$ cat src/rtl/scan_irq_pkg.sv
package scan_irq_pkg;

    localparam int REG_W       = 16;
    localparam int FLAG_N      = 9;
    localparam int GEN_N       = 3;

    // flag positions (decoded by software, so fixed)
    localparam int F_THR       = 3;
    localparam int F_DN        = 4;
    localparam int F_Q6        = 5;
    localparam int F_Q7        = 6;
    localparam int F_UP        = 7;
    localparam int F_AFE       = 8;

    // select field positions
    localparam int UP_SEL_LSB  = 10;
    localparam int DN_SEL_LSB  = 13;

    typedef enum logic [1:0] {
        CNT_EACH   = 2'b00,
        CNT_MOD4   = 2'b01,
        CNT_MOD256 = 2'b10,
        CNT_WRAP   = 2'b11
    } cnt_sel_e;

    typedef struct packed {
        cnt_sel_e dn_sel;
        cnt_sel_e up_sel;
    } sel_cfg_t;

    typedef struct packed {
        logic             fsm_stb;
        logic             q7;
        logic             q6;
    } fsm_evt_t;

    // assemble the readable image; reserved positions stay zero
    function automatic logic [REG_W-1:0] pack_reg(sel_cfg_t cfg,
                                                  logic [FLAG_N-1:0] flags);
        logic [REG_W-1:0] r;
        r = '0;
        r[FLAG_N-1:0]          = flags;
        r[UP_SEL_LSB +: 2]     = cfg.up_sel;
        r[DN_SEL_LSB +: 2]     = cfg.dn_sel;
        return r;
    endfunction

    // per-flag keep mask: a written 0 clears, everything else keeps
    function automatic logic [FLAG_N-1:0] keep_mask(logic wr_en,
                                                    logic [REG_W-1:0] wdata);
        return wr_en ? wdata[FLAG_N-1:0] : {FLAG_N{1'b1}};
    endfunction

endpackage

$ cat src/rtl/scan_irq_cnt_trig.sv
module scan_irq_cnt_trig
    import scan_irq_pkg::*;
#(
    parameter int CNT_W   = 16,
    parameter bit WRAP_UP = 1'b1
) (
    input  logic             clk,
    input  logic             rst,
    input  cnt_sel_e         sel,
    input  logic             stb,
    input  logic [CNT_W-1:0] val,
    output logic             hit
);

    localparam int LOW_W = (CNT_W < 8) ? CNT_W : 8;
    localparam int Q_W   = (CNT_W < 2) ? CNT_W : 2;

    logic [CNT_W-1:0] prev_val;
    logic             wrap_seen;
    logic             mod4_zero;
    logic             mod256_zero;
    logic             now_zero;

    always_ff @(posedge clk) begin
        if (rst) prev_val <= '0;
        else     prev_val <= val;
    end

    assign now_zero    = (val == '0);
    assign mod4_zero   = (val[Q_W-1:0] == '0);
    assign mod256_zero = (val[LOW_W-1:0] == '0);

    generate
        if (WRAP_UP) begin : g_up_wrap
            assign wrap_seen = now_zero && (prev_val == {CNT_W{1'b1}});
        end else begin : g_dn_wrap
            assign wrap_seen = now_zero &&
                               (prev_val == {{(CNT_W-1){1'b0}}, 1'b1});
        end
    endgenerate

    always_comb begin
        hit = 1'b0;
        if (stb) begin
            unique case (sel)
                CNT_EACH:   hit = 1'b1;
                CNT_MOD4:   hit = mod4_zero;
                CNT_MOD256: hit = mod256_zero;
                CNT_WRAP:   hit = wrap_seen;
                default:    hit = 1'b0;
            endcase
        end
    end

endmodule

$ cat src/rtl/scan_irq_sel_cfg.sv
module scan_irq_sel_cfg
    import scan_irq_pkg::*;
(
    input  logic             clk,
    input  logic             rst,
    input  logic             wr_en,
    input  logic [REG_W-1:0] wr_data,
    output sel_cfg_t         cfg
);

    always_ff @(posedge clk) begin
        if (rst) begin
            cfg.up_sel <= CNT_EACH;
            cfg.dn_sel <= CNT_EACH;
        end else if (wr_en) begin
            cfg.up_sel <= cnt_sel_e'(wr_data[UP_SEL_LSB +: 2]);
            cfg.dn_sel <= cnt_sel_e'(wr_data[DN_SEL_LSB +: 2]);
        end
    end

endmodule

$ cat src/rtl/scan_irq_flag_bank.sv
module scan_irq_flag_bank #(
    parameter int N = 9
) (
    input  logic         clk,
    input  logic         rst,
    input  logic [N-1:0] set_vec,
    input  logic [N-1:0] keep,
    output logic [N-1:0] flags
);

    generate
        for (genvar i = 0; i < N; i++) begin : g_cell
            always_ff @(posedge clk) begin
                if (rst) flags[i] <= 1'b0;
                else     flags[i] <= set_vec[i] | (flags[i] & keep[i]);
            end
        end
    endgenerate

endmodule

$ cat src/rtl/scan_irq_flags.sv
module scan_irq_flags
    import scan_irq_pkg::*;
#(
    parameter int UP_W  = 16,
    parameter int DN_W  = 16,
    parameter int AFE_N = 4,
    localparam int AFE_SW = (AFE_N > 1) ? $clog2(AFE_N) : 1
) (
    input  logic              clk,
    input  logic              rst,
    input  logic              wr_en,
    input  logic [15:0]       wr_data,
    output logic [15:0]       rd_data,
    input  logic              up_stb,
    input  logic [UP_W-1:0]   up_val,
    input  logic              dn_stb,
    input  logic [DN_W-1:0]   dn_val,
    input  logic              thr_evt,
    input  logic              fsm_stb,
    input  logic              fsm_q7,
    input  logic              fsm_q6,
    input  logic [AFE_N-1:0]  afe_out,
    input  logic [AFE_SW-1:0] afe_sel,
    input  logic [2:0]        gen_evt,
    input  logic [8:0]        irq_en,
    output logic              irq
);

    sel_cfg_t          cfg;
    fsm_evt_t          fsm_ev;
    logic              up_hit;
    logic              dn_hit;
    logic              afe_hit;
    logic [FLAG_N-1:0] set_vec;
    logic [FLAG_N-1:0] flags;

    scan_irq_sel_cfg u_cfg (
        .clk     (clk),
        .rst     (rst),
        .wr_en   (wr_en),
        .wr_data (wr_data),
        .cfg     (cfg)
    );

    scan_irq_cnt_trig #(.CNT_W(UP_W), .WRAP_UP(1'b1)) u_up_trig (
        .clk (clk),
        .rst (rst),
        .sel (cfg.up_sel),
        .stb (up_stb),
        .val (up_val),
        .hit (up_hit)
    );

    scan_irq_cnt_trig #(.CNT_W(DN_W), .WRAP_UP(1'b0)) u_dn_trig (
        .clk (clk),
        .rst (rst),
        .sel (cfg.dn_sel),
        .stb (dn_stb),
        .val (dn_val),
        .hit (dn_hit)
    );

    assign fsm_ev  = '{fsm_stb: fsm_stb, q7: fsm_q7, q6: fsm_q6};
    assign afe_hit = (int'(afe_sel) < AFE_N) ? afe_out[afe_sel] : 1'b0;

    always_comb begin
        set_vec              = '0;
        set_vec[GEN_N-1:0]   = gen_evt;
        set_vec[F_THR]       = thr_evt;
        set_vec[F_DN]        = dn_hit;
        set_vec[F_Q6]        = fsm_ev.fsm_stb & fsm_ev.q6;
        set_vec[F_Q7]        = fsm_ev.fsm_stb & fsm_ev.q7;
        set_vec[F_UP]        = up_hit;
        set_vec[F_AFE]       = afe_hit;
    end

    scan_irq_flag_bank #(.N(FLAG_N)) u_flags (
        .clk     (clk),
        .rst     (rst),
        .set_vec (set_vec),
        .keep    (keep_mask(wr_en, wr_data)),
        .flags   (flags)
    );

    assign rd_data = pack_reg(cfg, flags);
    assign irq     = |(flags & irq_en);

endmodule

$ cat config.mk
export PLATFORM = sky130hd
export DESIGN_NAME = scan_irq_flags
export DESIGN_NICKNAME = d
export VERILOG_FILES = /design/src/rtl/scan_irq_pkg.sv /design/src/rtl/scan_irq_cnt_trig.sv /design/src/rtl/scan_irq_sel_cfg.sv /design/src/rtl/scan_irq_flag_bank.sv /design/src/rtl/scan_irq_flags.sv
export SDC_FILE = /design/constraint.sdc
export NUM_CORES = 1
export LEC_CHECK = 0
export ABC_AREA = 1
export BUFFER_PORTS_ARGS = -buffer_cell sky130_fd_sc_hd__buf_4
export CELL_PAD_IN_SITES_DETAIL_PLACEMENT = 0
export CELL_PAD_IN_SITES_GLOBAL_PLACEMENT = 2
export CORE_AREA = 2 2 88 90
export CTS_CLUSTER_SIZE = 14
export DETAILED_ROUTE_END_ITERATION = 6
export DIE_AREA = 0 0 90 92
export GPL_TIMING_DRIVEN = 0
export PLACE_DENSITY_LB_ADDON = 0.2
export SYNTH_ARGS = -nofsm -noshare
export SYNTH_HDL_FRONTEND = slang
export SYNTH_SLANG_ARGS = --single-unit
$ cat constraint.sdc
create_clock -name clk -period 3.6 [get_ports clk]
set_input_delay 1.08 -clock clk [delete_from_list [all_inputs] [get_ports clk]]
set_output_delay 1.08 -clock clk [all_outputs]
set_load 0.1 [all_outputs]
Word-level counts from Yosys, hierarchy flattened. Index checks and enable logic that the tools add are counted.

Word-level logic and storage cells: 61. Register bits: 45. Output and inout bits: 17. Bits of input ports: 75.

Eq/ne operators: 8. Bitwise gates (word level): 21. Reductions and logical operators: 11. Order comparisons: 1. Muxes and demuxes: 7.

Operators by type and width (number): logical NOT 16 bit (2); == test 16 x 1 -> 1 bit, second input constant (1); == test 16 bit, second input constant (1); logical NOT 8 bit (2); bitwise AND 1 bit (11); bitwise AND 9 bit (1); 2-to-1 mux 9 bit (1); OR 1 bit (9); OR reduction 9 bit (1); == test 2 bit, second input constant (4); logical NOT 2 bit (4); one-hot mux 1 bit (4 select lines) (2); == test 2 x 1 -> 1 bit, second input constant (2); less-than comparator 2 x 3 -> 1 bit, second input constant (1); 2-to-1 mux 1 bit (3); binary-select mux 1 bit (select 2 bit) (1); logical AND 1 bit (2).

Longest topological paths before layout. Gate-level depths: netlist of run 1.

Word-level depth: 5. Mapped depth: 10.

Cells and area by module. Synthesis of run 1 repeated with hierarchy kept, for this count alone.

Cells, all modules: 280. Area total of the unflattened synthesis: 1926.8 um2.

By module, submodules not included: scan_irq_cnt_trig at u_dn_trig (area each 600.6 um2, instances 1, sequential area each 320.3 um2, cells each 82); scan_irq_cnt_trig at u_up_trig (area each 594.3 um2, instances 1, sequential area each 320.3 um2, cells each 81); scan_irq_flag_bank (area each 337.8 um2, instances 1, sequential area each 180.2 um2, cells each 37); scan_irq_flags (area each 221.5 um2, instances 1, sequential area each 0.0 um2, cells each 54); scan_irq_sel_cfg (area each 172.7 um2, instances 1, sequential area each 80.1 um2, cells each 26).

Worst setup path before layout of run 1. No wires, ideal clock.

Kind: input to output. From: input port irq_en[0]. To: output port irq. Setup slack: 249 ps. Arrival: 2271 ps. Buffers on the path: 0. Stages on the path: 3. Path through: a22o_1 > a221oi_1 > nand3_1.

Cells in the longest elaborated chain, start to end: 2.

Ends and longest elaborated chain: start, declared (RTL line scan_irq_flags.sv:25) `input logic [8:0] irq_en,`; bitwise AND 9 bit (RTL line scan_irq_flags.sv:86) `assign irq = |(flags & irq_en);`; OR reduction 9 bit (RTL line scan_irq_flags.sv:86); end, declared (RTL line scan_irq_flags.sv:26) `output logic irq`.

Every way passes these cells.

Worst setup path after layout of run 1. Ends and elaborated chain as after synthesis.

==> impl_metrics.toml, run 1 <==
[layout]
antenna_cells = 0
multi_input_area_um2 = 627
nets = 401
regArea_um2 = 901
syn2layout_area_growth_pct = 50.7
fillers = 881
drive_above_1_share_pct = 32.1

[synthesis]
syn_area_um2 = 1730
yosysWarnings = 0
avgSynthCellArea_um2 = 7.42
syn_inst = 233
synthDistinctLibCells = 21
yosysSeqAreaShare_pct = 52.1
ys_ff_latch = 45

[worst_setup_path]
cp-start-kind = "input port"
path_buf_inv = 2
cpMaxStageDelayCell = "buf_4"
crit_chain = "buf_4, a22o_1, a221oi_1, nand3_1, buf_4"
crit_top_cell = "buf_4"
cp_max_fo = 1
path_class = "input port to output port"
crit_arrival_ns = 2.00
cpLargestDelayFamily = "compound AO/OA/AOI/OAI gates"
critPathRequiredTime_ns = 2.52
critPathCaptureType = "output port"
slowest_delay_ns = 0.25

[routing]
vias = 1626
drc = 0
vias_per_cell = 3.79
routed_wl_mm = 4.46
drt_pass1_iterations = 4
ant_nets = 0
avgRoutedWirePerCell_um = 10.4
drt_iter0_markers = 19

[min_path]
hp-class = "register to register"

[placed_design]
gp_congestion = 0.708
io_buffers = 84
post-place-ws_ns = 0.481
dp_hpwl_mm = 3.61

[sta]
finalSetupViolCount = 0
rsz0062_at_grt = "false"
min_period_ns = 3.08
fin_setup_tns_ns = 0
slew_violations = 0
clock.fmax_ghz = 0.325
skew_ns = 0.00801
layout_setup_ws_ns = 0.519
min_period_over_period_pct = 85.6
hold_viol = 0

[clocking]
postCtsResizedCells = 0
path_clk_slew_ns = 0.08
post-cts-setup-buffers = 0
cts.sinks = 45
ctsLongestPathBuffers = 2
cts_made_buffers = 5
hold_buffers = 0
clockRootBuffer = "clkbuf_8"
cts_max_level = 2
cts_tree = "done"
clkLatencyLatePin_ns = 0.30

[floorplan]
die_x_um = 90
die_y_um = 92
initial_core_util_pct = 23.2
io_pins = 92
die_area_um2 = 8280
coreArea_um2 = 7450
rows = 32

[flow_run]
maxCapViolCount = 0

[global_route]
grt_pass1_vias = 1543
track_usage_pct = 10.9
antenna_found_initial = 0
grt_max_degree = 15
grt_pass1_wl_mm = 7.11
grt_overflow = 0

[power_and_ir_drop]
ir_drop_uv = 148
power_density_nw_per_um2 = 450
p_leak_nw = 1.34

[run_status]
status = "finished, final reports clean"
[layout by cell type (no fill, tap or decap)]
cell type,Yosys,layout
nor2_1,61,61
clkbuf_8,0,5
nor3_2,1,1
clkbuf_1,1,2
inv_1,42,42
nand3_1,6,6
clkinv_4,0,1
bufinv_16,0,1
a21oi_1,7,7
nand2_1,33,33
o311ai_1,1,1
a21o_1,1,1
a21oi_2,2,2
o21ai_0,14,14
nor3_4,1,1
nor2_2,2,2
buf_2,5,5
dfxtp_1,45,45
a221oi_1,2,2
buf_4,3,87
nand4_1,2,2
a22o_1,2,2
o21a_1,1,1
conb_1,1,3
[state kept, by name, summed over array words and instances, names as in the netlist]
name / cells
u_cfg.cfg: 4
u_dn_trig.prev_val: 16
u_flags.flags: 9
u_up_trig.prev_val: 16
[area by class of cell]
type | count | share of cell area, %
clock inverter | 2 | 1.49
timing repair buffer | 84 | 24.2
inverter | 42 | 6.05
multi-input combinational | 139 | 24.1
buffer | 9 | 1.97
tap | 102 | 4.90
clock buffer | 6 | 2.78
sequential | 45 | 34.6
[worst paths after layout]
check,startpoint,end,slack [ns],cells after the start
max reg2reg,u_up_trig.prev_val[6]$_SDFF_PP0_,u_flags.flags[7]$_SDFF_PP0_,2.51,10
min reg2reg,u_cfg.cfg[1]$_SDFFE_PP0P_,u_cfg.cfg[1]$_SDFFE_PP0P_,0.49,2
min,u_cfg.cfg[1]$_SDFFE_PP0P_,u_cfg.cfg[1]$_SDFFE_PP0P_,0.49,2
max,irq_en[0],irq,0.52,5
[kinds of logic (layout without fill, tap and decap cells)]
kind of cell           after synthesis  after routing  synth area share, %
and+or+nand+nor                    106            106                 25.1
AOI/OAI and AO/OA                   30             30                 10.5
other                                1              3                0.217
buffers and inverters               51            143                 12.1
DFF                                 45             45                 52.1
[per-layer routing]
metal / global-route usage (%) / vias to the layer above / routed length (um)
li1: - / 883 / -
met1: 12.9 / 697 / 1910
met2: 18.4 / 42 / 2200
met3: 3.70 / 4 / 298
met4: 4.23 / 0 / 46
met5: 0 / - / 0
[where the power goes]
group	switching [mW]	total, mW	internal, mW
sequential	0.0133	0.540	0.527
clock	0.170	0.378	0.208
combinational	0.162	0.254	0.0918
total	0.345	1.17	0.827
[through the flow]
step	hold WS, ns	util, %	power, mW	cell area [um^2]	instances
after floorplan	0.709	-	0.712	1740	235
after global placement	0.485	33.5	0.809	2490	421
after detailed placement	0.487	33.5	0.810	2490	421
after CTS	0.499	35.0	1.19	2610	429
after global routing	0.523	35.0	1.23	2610	429
final	0.492	35.0	1.17	2610	429
[Yosys cell counts]
| cell type | number | share of area (%) |
|---|---|---|
| nor2_1 | 61 | 13 |
| dfxtp_1 | 45 | 52 |
| inv_1 | 42 | 9.1 |
| nand2_1 | 33 | 7.2 |
| o21ai_0 | 14 | 4.1 |
| a21oi_1 | 7 | 2.0 |
| nand3_1 | 6 | 1.7 |
| buf_2 | 5 | 1.4 |
| buf_4 | 3 | 1.3 |
| a21oi_2 | 2 | 1.0 |
| a221oi_1 | 2 | 1.0 |
| a22o_1 | 2 | 1.0 |
| nand4_1 | 2 | 0.72 |
| nor2_2 | 2 | 0.72 |
| a21o_1 | 1 | 0.43 |
| clkbuf_1 | 1 | 0.22 |
| conb_1 | 1 | 0.22 |
| nor3_2 | 1 | 0.58 |
| nor3_4 | 1 | 0.94 |
| o21a_1 | 1 | 0.43 |
| o311ai_1 | 1 | 0.51 |
[worst min-delay path, delay by kind of cell (launching register included)]
kind                   cells  cell delay [ns]
AOI/OAI and AO/OA          1             0.06
buffers and inverters      1             0.07
DFF                        1             0.33
Note: power is estimated with default switching activity, not from simulation.
==> inputs of run 2 (changes only) <==
--- a/config.mk
+++ b/config.mk
@@ -7,12 +7,12 @@
 export LEC_CHECK = 0
 export ABC_AREA = 1
 export BUFFER_PORTS_ARGS = -buffer_cell sky130_fd_sc_hd__buf_4
-export CELL_PAD_IN_SITES_DETAIL_PLACEMENT = 0
-export CELL_PAD_IN_SITES_GLOBAL_PLACEMENT = 2
-export CORE_AREA = 2 2 88 90
+export CELL_PAD_IN_SITES_DETAIL_PLACEMENT = 1
+export CELL_PAD_IN_SITES_GLOBAL_PLACEMENT = 1
+export CORE_AREA = 2 2 77 79
 export CTS_CLUSTER_SIZE = 14
 export DETAILED_ROUTE_END_ITERATION = 6
-export DIE_AREA = 0 0 90 92
+export DIE_AREA = 0 0 79 81
 export GPL_TIMING_DRIVEN = 0
 export PLACE_DENSITY_LB_ADDON = 0.2
 export SYNTH_ARGS = -nofsm -noshare
==> run 2 against run 1 <==
  * Maximum frequency up 0.22%
  * Global-route usage up 4.1 points
  * Sequential share of layout area up 0.56 points
  * Critical path type unchanged
  * Critical endpoint unchanged
  * Largest cell class unchanged
  * Largest power group unchanged
  * Highest routed layer unchanged
==> impl_metrics.toml, run 2 (same netlist as run 1, synthesis figures left out) <==
[floorplan]
die_area_um2 = 6400
die_x_um = 79
initial_core_util_pct = 30.5
rows = 28
coreArea_um2 = 5680
io_pins = 92
die_y_um = 81

[sta]
rsz0062_at_grt = "false"
fin_setup_tns_ns = 0
finalSetupViolCount = 0
min_period_over_period_pct = 85.4
min_period_ns = 3.07
skew_ns = 0.0107
hold_viol = 0
slew_violations = 0
clock.fmax_ghz = 0.325

[clocking]
postCtsResizedCells = 0
clkLatencyLatePin_ns = 0.30
post-cts-setup-buffers = 0
cts_max_level = 2
ctsLongestPathBuffers = 2
clockRootBuffer = "clkbuf_8"
cts_made_buffers = 5
path_clk_slew_ns = 0.08
hold_buffers = 0
cts.sinks = 45
cts_tree = "done"

[global_route]
track_usage_pct = 15.0
grt_max_degree = 14
antenna_found_initial = 0
grt_pass1_vias = 1800
grt_overflow = 0
grt_pass1_wl_mm = 7.38

[worst_setup_path]
cp-start-kind = "input port"
path_class = "input port to output port"
critPathCaptureType = "output port"
critPathRequiredTime_ns = 2.52
crit_arrival_ns = 1.99
cp_max_fo = 1

[layout]
fin_util_pct = 45.2
antenna_cells = 0
top_regs = "u_dn_trig.prev_val x16, u_up_trig.prev_val x16, u_flags.flags x9"
syn2layout_area_growth_pct = 48.3
final_cell_mix = "87 x buf_4, 61 x nor2_1, 45 x dfxtp_1"
nets = 401
drive_above_1_share_pct = 32.2
final_common_cell = "buf_4"
final_cell_count_no_fill = 401

[placed_design]
dp_hpwl_mm = 3.77
gp_congestion = 0.751
post-place-cells = 394
io_buffers = 84

[flow_run]
maxCapViolCount = 0

[routing]
routed_wl_mm = 4.54
drc = 0
drt_iter0_markers = 29
vias_per_cell = 4.30
vias = 1724
ant_nets = 0
drt_pass1_iterations = 3
avgRoutedWirePerCell_um = 11.3

[power_and_ir_drop]
p_total_mw = 1.16
power_density_nw_per_um2 = 453
p_leak_nw = 1.33
ir_drop_uv = 189

[run_status]
status = "finished, final reports clean"

[min_path]
hp-class = "register to register"
-- run 2: cell types whose count changed in the layout (fill, tap and decap cells not counted), sizes merged --
cell    delta
clkbuf     -1
-- run 2: path summary, 6_finish.rpt --
kind | start | endpoint | slack [ns] | cells after the start
max | irq_en[0] | irq | 0.53 | 5
max reg2reg | u_up_trig.prev_val[5]$_SDFF_PP0_ | u_flags.flags[7]$_SDFF_PP0_ | 2.53 | 10
min | u_cfg.cfg[1]$_SDFFE_PP0P_ | u_cfg.cfg[1]$_SDFFE_PP0P_ | 0.49 | 2
min reg2reg | u_cfg.cfg[1]$_SDFFE_PP0P_ | u_cfg.cfg[1]$_SDFFE_PP0P_ | 0.49 | 2
-- run 2: cell type report --
class	instances	area, um^2
plain buffers	9	51.3
clock buffers	5	68.8
clock inverters	2	35.0
fillers	755	3110
inverters	42	158
multi-input cells	139	627
flip-flops and latches	45	901
well taps	75	93.8
repair buffers	84	631
-- run 2: through the flow --
step / area [um^2] / setup WS (ns) / hold slack (ns)
3_5_place_dp: 2460 / 0.513 / 0.489
5_1_grt: 2560 / 0.453 / 0.525
2_1_floorplan: 1740 / 0.249 / 0.709
4_1_cts: 2560 / 0.511 / 0.503
6_report: 2560 / 0.526 / 0.491
3_3_place_gp: 2460 / 0.513 / 0.481
-- run 2: worst max-delay path, cell delays in order --
cell and delay [ns]:
buf_4 0.11, a22o_1 0.22, a221oi_1 0.23, nand3_1 0.11, buf_4 0.24
-- run 2: routing by layer --
layer  track usage (%)  vias to the layer above  routed length (um)
li1                  -                      882                   -
met1              16.6                      772                1870
met2              26.9                       65                2240
met3              5.44                        5                 379
met4              4.66                        0                  52
met5                 0                        -                   0
-- run 2: power by group --
| group | switching, mW | internal (mW) | leakage (nW) |
|---|---|---|---|
| combinational | 0.163 | 0.0918 | 0.905 |
| sequential | 0.0143 | 0.527 | 0.375 |
| clock | 0.163 | 0.202 | 0.0540 |
| total | 0.341 | 0.821 | 1.33 |
==> inputs of run 3 (changes only) <==
--- a/config.mk
+++ b/config.mk
@@ -9,12 +9,14 @@
 export BUFFER_PORTS_ARGS = -buffer_cell sky130_fd_sc_hd__buf_4
 export CELL_PAD_IN_SITES_DETAIL_PLACEMENT = 1
 export CELL_PAD_IN_SITES_GLOBAL_PLACEMENT = 1
-export CORE_AREA = 2 2 77 79
+export CORE_AREA = 2 2 79 81
 export CTS_CLUSTER_SIZE = 14
 export DETAILED_ROUTE_END_ITERATION = 6
-export DIE_AREA = 0 0 79 81
+export DIE_AREA = 0 0 81 83
 export GPL_TIMING_DRIVEN = 0
 export PLACE_DENSITY_LB_ADDON = 0.2
+export RECOVER_POWER = 50
 export SYNTH_ARGS = -nofsm -noshare
 export SYNTH_HDL_FRONTEND = slang
 export SYNTH_SLANG_ARGS = --single-unit
+export TNS_END_PERCENT = 50
==> constraint.sdc (replaced) <==
create_clock -name clk -period 3.08 [get_ports clk]
set_input_delay 0.924 -clock clk [delete_from_list [all_inputs] [get_ports clk]]
set_output_delay 0.924 -clock clk [all_outputs]
set_load 0.1 [all_outputs]
==> run 3 against run 2 <==
  * Clock power barely moved
  * Worst hold slack lost 0.00060 ns
  * Register-to-register slack lost 0.55 ns
  * Critical path depth stayed put
  * Critical path type unchanged
  * Largest power group unchanged
  * Highest routed layer unchanged
==> impl_metrics.toml, run 3 (same netlist as run 1, synthesis figures left out) <==
[run_status]
status = "finished, final reports clean"

[sta]
min_period_ns = 2.77
hold_viol = 0
rsz0062_at_grt = "false"
min_period_over_period_pct = 90.1
slew_violations = 0
finalSetupViolCount = 0
skew_ns = 0.00789
fin_setup_tns_ns = 0
clock.fmax_ghz = 0.360
layout_setup_ws_ns = 0.306

[floorplan]
initial_core_util_pct = 29.7
die_y_um = 83
die_x_um = 81
io_pins = 92
rows = 28
coreArea_um2 = 5820
die_area_um2 = 6720

[layout]
multi_input_area_um2 = 627
antenna_cells = 0
syn2layout_area_growth_pct = 47.4
final_cell_mix = "87 x buf_4, 61 x nor2_1, 45 x dfxtp_1"
drive_above_1_share_pct = 31.5
final_common_cell = "buf_4"
regArea_um2 = 901
nets = 401
fillers = 764
top_regs = "u_dn_trig.prev_val x16, u_up_trig.prev_val x16, u_flags.flags x9"

[power_and_ir_drop]
p_leak_nw = 1.31
power_density_nw_per_um2 = 508
ir_drop_uv = 236

[clocking]
cts_tree = "done"
ctsLongestPathBuffers = 2
clkLatencyLatePin_ns = 0.29
cts_made_buffers = 5
post-cts-setup-buffers = 0
clockRootBuffer = "clkbuf_8"
path_clk_slew_ns = 0.09
postCtsResizedCells = 0
cts_max_level = 2
cts.sinks = 45
hold_buffers = 0

[routing]
ant_nets = 0
drt_pass1_iterations = 4
drc = 0
drt_iter0_markers = 36
vias_per_cell = 4.18
routed_wl_mm = 4.62
avgRoutedWirePerCell_um = 11.5
vias = 1681

[global_route]
antenna_found_initial = 0
grt_pass1_wl_mm = 7.84
grt_max_degree = 16
grt_pass1_vias = 1777
grt_overflow = 0
track_usage_pct = 15.0

[placed_design]
gp_congestion = 0.726
post-place-ws_ns = 0.299
io_buffers = 84
dp_hpwl_mm = 3.82

[flow_run]
maxCapViolCount = 0

[worst_setup_path]
critPathRequiredTime_ns = 2.16
critPathCaptureType = "output port"
crit_arrival_ns = 1.85
cp-start-kind = "input port"
rrSetupSlack_ns = 1.98
cp_max_fo = 1
path_class = "input port to output port"

[min_path]
hp-class = "register to register"
[run 3: per-layer routing]
| metal | wire length (um) | vias to the layer above | GRT usage [%] |
|---|---|---|---|
| met3 | 406 | 5 | 5.98 |
| met5 | 0 | - | 0 |
| met2 | 2170 | 60 | 24.1 |
| met4 | 44 | 0 | 4.16 |
| li1 | - | 881 | - |
| met1 | 2000 | 735 | 18.3 |
[run 3: worst max-delay path: stages]
cell      delay [ns]
buf_4           0.11
a22o_1          0.22
a221oi_1        0.23
nand3_1         0.12
buf_4           0.25
[run 3: report_power, final]
group          internal [mW]  switching, mW  leakage [nW]
sequential             0.616         0.0172         0.375
combinational          0.107          0.190         0.897
clock                  0.159          0.206        0.0364
total                  0.882          0.414          1.31
[run 3: worst paths after layout]
check,startpoint,end,cells after the start
worst min register to register,u_cfg.cfg[1]$_SDFFE_PP0P_,u_cfg.cfg[1]$_SDFFE_PP0P_,2
worst max register to register,u_cfg.cfg[3]$_SDFFE_PP0P_,u_flags.flags[4]$_SDFF_PP0_,6
worst max-delay path,irq_en[0],irq,5
worst min-delay path,u_cfg.cfg[1]$_SDFFE_PP0P_,u_cfg.cfg[1]$_SDFFE_PP0P_,2
[run 3: cell type report]
type,instances,share of cell area (%)
Clock buffer,5,2.70
Multi-Input combinational cell,139,24.6
Clock inverter,3,0.884
Sequential cell,45,35.3
Timing Repair Buffer,84,24.7
Buffer,9,1.87
Inverter,42,6.19
Tap cell,75,3.68
[run 3: per-stage QoR]
step           total power [mW]  util (%)  hold WS, ns  instance area, um^2  cells
5_1_grt                    1.37      43.8        0.539                 2550    402
3_5_place_dp              0.948      42.3        0.486                 2460    394
3_3_place_gp              0.943      42.3        0.483                 2460    394
2_1_floorplan             0.832         -        0.709                 1740    235
6_report                   1.30      43.8        0.491                 2550    402
4_1_cts                    1.31      43.9        0.499                 2550    402
